## src/rtl/wwdt_pkg.sv

```systemverilog
package wwdt_pkg;
  localparam int PSEL_W = 4;
  localparam int WSEL_W = 3;
  localparam int BASE_SH = 3;
  localparam int CNT_W = BASE_SH + (1 << PSEL_W) - 1 + 1;
endpackage

```

## src/rtl/wwdt_timer.sv

```systemverilog
module wwdt_timer
  import wwdt_pkg::*;
(
  input  logic              clk,
  input  logic              rst_n,
  input  logic              enable,
  input  logic              advance,
  input  logic              feed,
  input  logic [PSEL_W-1:0] period,
  input  logic [WSEL_W-1:0] window,
  output logic              expire,
  output logic              early_feed
);
  logic [CNT_W-1:0] cnt_q, cnt_d;
  logic [CNT_W-1:0] limit, win_bound;

  always_comb begin
    limit     = (CNT_W'(1) << (BASE_SH + int'(period))) + CNT_W'(1);
    win_bound = CNT_W'(window) << period;
    early_feed = enable && feed && (window != '0) && (cnt_q < win_bound);
    expire     = enable && advance && !feed && (cnt_q >= limit - CNT_W'(1));
    cnt_d = cnt_q;
    if (!enable || feed || expire) cnt_d = '0;
    else if (advance)              cnt_d = cnt_q + CNT_W'(1);
  end

  always_ff @(posedge clk or negedge rst_n) begin
    if (!rst_n) cnt_q <= '0;
    else        cnt_q <= cnt_d;
  end

  assert_disabled_zero_R10: assert property (@(posedge clk) disable iff (!rst_n)
    !enable |=> (cnt_q == '0));
  assert_feed_restart_R3: assert property (@(posedge clk) disable iff (!rst_n)
    (enable && feed) |=> (cnt_q == '0));
  assert_no_tick_hold_R11: assert property (@(posedge clk) disable iff (!rst_n)
    (enable && !advance && !feed) |=> $stable(cnt_q));
endmodule

```

## src/rtl/wwdt_action.sv

```systemverilog
module wwdt_action (
  input  logic clk,
  input  logic rst_n,
  input  logic evt,
  input  logic no_reset,
  input  logic clr,
  output logic flag,
  output logic rst_req
);
  logic flag_d, req_d;

  always_comb begin
    req_d  = evt && !no_reset;
    flag_d = flag;
    if (evt && no_reset) flag_d = 1'b1;
    else if (clr)        flag_d = 1'b0;
  end

  always_ff @(posedge clk or negedge rst_n) begin
    if (!rst_n) begin
      flag    <= 1'b0;
      rst_req <= 1'b0;
    end else begin
      flag    <= flag_d;
      rst_req <= req_d;
    end
  end

  assert_pulse_R5: assert property (@(posedge clk) disable iff (!rst_n)
    rst_req |=> !rst_req);
  assert_no_req_irqmode_R6: assert property (@(posedge clk) disable iff (!rst_n)
    rst_req |-> $past(!no_reset));
  assert_flag_source_R6: assert property (@(posedge clk) disable iff (!rst_n)
    $rose(flag) |-> $past(evt && no_reset));
  assert_clear_R7: assert property (@(posedge clk) disable iff (!rst_n)
    (clr && !(evt && no_reset)) |=> !flag);
endmodule

```

## src/rtl/wwdt_core.sv

```systemverilog
module wwdt_core
  import wwdt_pkg::*;
(
  input  logic              clk,
  input  logic              rst_n,
  input  logic              tick_en,
  input  logic              cfg_enable,
  input  logic [PSEL_W-1:0] cfg_period,
  input  logic [WSEL_W-1:0] cfg_window,
  input  logic              cfg_no_reset,
  input  logic              cfg_run_sleep,
  input  logic              cfg_run_dbg,
  input  logic              feed,
  input  logic              sleep_in,
  input  logic              dbg_halt,
  input  logic              irq_en,
  input  logic              tmo_clr,
  output logic              tmo_flag,
  output logic              tmo_irq,
  output logic              rst_req
);
  logic advance, expire, early_feed, evt;

  assign advance = tick_en && (cfg_run_sleep || !sleep_in) && (cfg_run_dbg || !dbg_halt);
  assign evt     = expire || early_feed;
  assign tmo_irq = tmo_flag && irq_en;

  wwdt_timer u_timer (
    .clk(clk), .rst_n(rst_n), .enable(cfg_enable), .advance(advance),
    .feed(feed), .period(cfg_period), .window(cfg_window),
    .expire(expire), .early_feed(early_feed)
  );

  wwdt_action u_action (
    .clk(clk), .rst_n(rst_n), .evt(evt), .no_reset(cfg_no_reset),
    .clr(tmo_clr), .flag(tmo_flag), .rst_req(rst_req)
  );

  assert_disabled_quiet_R10: assert property (@(posedge clk) disable iff (!rst_n)
    !cfg_enable |=> !rst_req);
endmodule

```

## config.mk

```make
export PLATFORM = sky130hd
export DESIGN_NAME = wwdt_core
export DESIGN_NICKNAME = d
export VERILOG_FILES = /design/src/rtl/wwdt_pkg.sv /design/src/rtl/wwdt_timer.sv /design/src/rtl/wwdt_action.sv /design/src/rtl/wwdt_core.sv
export SDC_FILE = /design/constraint.sdc
export NUM_CORES = 1
export LEC_CHECK = 0
export BUFFER_PORTS_ARGS = -buffer_cell sky130_fd_sc_hd__buf_2
export CAP_MARGIN = 15
export CORE_ASPECT_RATIO = 1.1
export CORE_UTILIZATION = 62
export CTS_BUF_LIST = sky130_fd_sc_hd__clkbuf_4 sky130_fd_sc_hd__clkbuf_8
export DETAILED_ROUTE_END_ITERATION = 7
export PLACE_DENSITY = 0.79
export SYNTH_ARGS = -nofsm -noshare
export SYNTH_HDL_FRONTEND = slang
export SYNTH_SLANG_ARGS = --single-unit
```

## constraint.sdc

```tcl
create_clock -name clk -period 2.8 [get_ports clk]
set_clock_uncertainty 0.15 [all_clocks]
set_input_delay 0.56 -clock clk [delete_from_list [all_inputs] [get_ports clk]]
set_output_delay 0.56 -clock clk [all_outputs]
set_load 0.1 [all_outputs]
```

==> results.toml <==
[clocking]
clk_pin_slew_ns = 0.11
cts-root-buf = "clkbuf_4"
cts_setup_buffers = 0
cts-htree-levels = 1
hold_buffers = 0
cts.sinks = 21
cts_tree = "built"
clockBufferDepth = 2
clk_latency_ns = 0.30
numCtsBuffers = 3

[global_routing]
track_usage = 0.321
grt_start_max_net_pins = 22
grt_pass1_vias = 2180
grt_first_pass_wirelength_um = 9440
grt_overflow_total = 0
antenna_found_initial = 0

[worst_setup_path]
critPathRequiredTime_ns = 2.87
crit_type = "input port to register"
crit_path_end_kind = "register"
arrival_ns = 2.71
start_kind = "input port"
cp_max_fo = 8

[finish]
diodes = 0
area_delta_synth_final_pct = 17.2
seqCellArea_sq_um = 526
final_nets = 376
fill_cells = 285
final_cell_mix = "nand2_1 (43), ha_1 (37), buf_4 (28)"
final_common_cell = "nand2_1"
drive_gt1_frac = 0.245
utilization = 0.783
multi_input_area_sq_um = 1690

[route]
vias = 2149
viasPerCell = 5.86
drc = 0
wl_per_cell_um = 15.1
drt_iter0_drc = 132
drtPass1Iterations = 5
antenna_left = 0
routed_wirelength_um = 5530

[timing]
final-max-slew-violation-count = 0
fmax_mhz = 378
setup_viol = 0
fin_crit_ns = 2.64
rsz0062_at_grt = "no"
finalSetupTns_ns = 0
hold_viol = 0
fin_crit_sh = 0.944

[job]
maxCapViolations = 0

[yosys]
synth_edf_count = 0
synthDistinctLibCells = 49
synth_seq_cells = 21
yosysSeqAreaShare = 0.231
netlist_area_sq_um = 2280
yosys_warnings = 0
synthesis.instances = 272
async_flop_share = 1.00
synth_area_per_cell_sq_um = 8.38
ys.flop_type = "dfrtp_1"

[run_status]
status = "finished clean"

[floorplan]
io_pins = 22
dieWidth_um = 59.8
rows = 22
fp.coreArea_sq_um = 3410
fp.dieH_um = 65.6
dieArea_sq_um = 3920
start_util = 0.668

[placed_design]
finalWeightedCongestion = 0.960
port_buffers = 21
dp_hpwl_um = 4540

[pwr]
p_leak_nw = 1.28
p_per_area_nw_per_um2 = 250
ir_drop_mv = 0.324

[min_path]
hold_class = "input port to asynchronous set/reset pin"
[state kept, by name, summed over array words and instances (netlist names)]
register	count
u_action.flag	1
u_action.rst_req	1
u_timer.cnt_q	19
[kinds of logic after synthesis]
| logic type | synth area share |
|---|---|
| AO/OA/AOI/OAI | 0.160 |
| XOR/XNOR | 0.0499 |
| adder cells (fa/ha/maj) | 0.203 |
| buffers and inverters | 0.0368 |
| flip-flops | 0.231 |
| multiplexers | 0.0280 |
| other | 0.00329 |
| AND/OR/NAND/NOR | 0.288 |
[synth_stat cells (7+ instances only)]
master | instances | area (sq um)
nand2_1 | 43 | 161
nand3_1 | 15 | 75.1
a21oi_1 | 9 | 45.0
xor2_1 | 7 | 61.3
inv_1 | 9 | 33.8
o21ai_0 | 8 | 40.0
dfrtp_1 | 21 | 526
nor2_2 | 11 | 68.8
and3_1 | 9 | 56.3
nand4_1 | 8 | 50.1
ha_1 | 37 | 463
nor2_1 | 14 | 52.6
[timing repair]
action	CTS	global route
endpoints found under the setup margin	0	2
hold endpoints to repair	0	0
gates resized for setup	0	2
[report_power, final]
group          total [mW]  internal (mW)  switching [mW]
sequential          0.309          0.306         0.00247
combinational       0.206         0.0845           0.122
clock               0.153         0.0653          0.0881
total               0.668          0.456           0.213
[metal layers]
layer,vias to the layer above,global-route usage,part of all wire
met5,-,0,0
met4,0,0.110,0.020
met3,11,0.0197,0.026
met2,51,0.564,0.49
met1,1006,0.408,0.46
li1,1081,-,-
[final cells by class]
class	count	area share
multi-input cells	235	0.632
flip-flops and latches	21	0.197
repair buffers	50	0.125
well taps	48	0.0225
inverters	9	0.0126
clock buffers	4	0.0112
[worst max-delay path: stages]
cell and delay (ns):
buf_2 0.11, nor2b_1 0.13, buf_4 0.15, nand3_1 0.09
ha_1 0.31, a21o_1 0.16, a221oi_1 0.31, o21ai_1 0.15
a21oi_4 0.29, nand3_2 0.17, o311ai_2 0.26
[path summary, 6_finish.rpt]
check	slack (ns)	depth (start not counted)	from	endpoint
worst max-delay path	0.16	11	cfg_period[3]	u_timer.cnt_q[9]
worst min-delay path	0.04	1	rst_n	u_timer.cnt_q[3]
worst max register to register	0.37	7	u_timer.cnt_q[14]	u_timer.cnt_q[9]
worst min register to register	0.45	2	u_timer.cnt_q[1]	u_timer.cnt_q[1]
max in group asynchronous	2.14	1	rst_n	u_timer.cnt_q[11]
min in group clk	0.28	2	cfg_no_reset	u_action.rst_req
[through the flow]
| step | cells | hold slack (ns) | cell area, sq um | worst slack [ns] | power, mW |
|---|---|---|---|---|---|
| 2_1_floorplan | 273 | 0.114 | 2290 | 0.0262 | 0.434 |
| 5_1_grt | 367 | 0.0727 | 2670 | 0.0333 | 0.698 |
| 3_3_place_gp | 363 | 0.388 | 2630 | -0.210 | 0.514 |
| 3_5_place_dp | 363 | 0.390 | 2630 | -0.163 | 0.518 |
| 6_report | 367 | 0.0419 | 2670 | 0.157 | 0.668 |
| 4_1_cts | 367 | 0.0528 | 2660 | 0.133 | 0.668 |
Note: power is estimated with default switching activity, not from simulation.
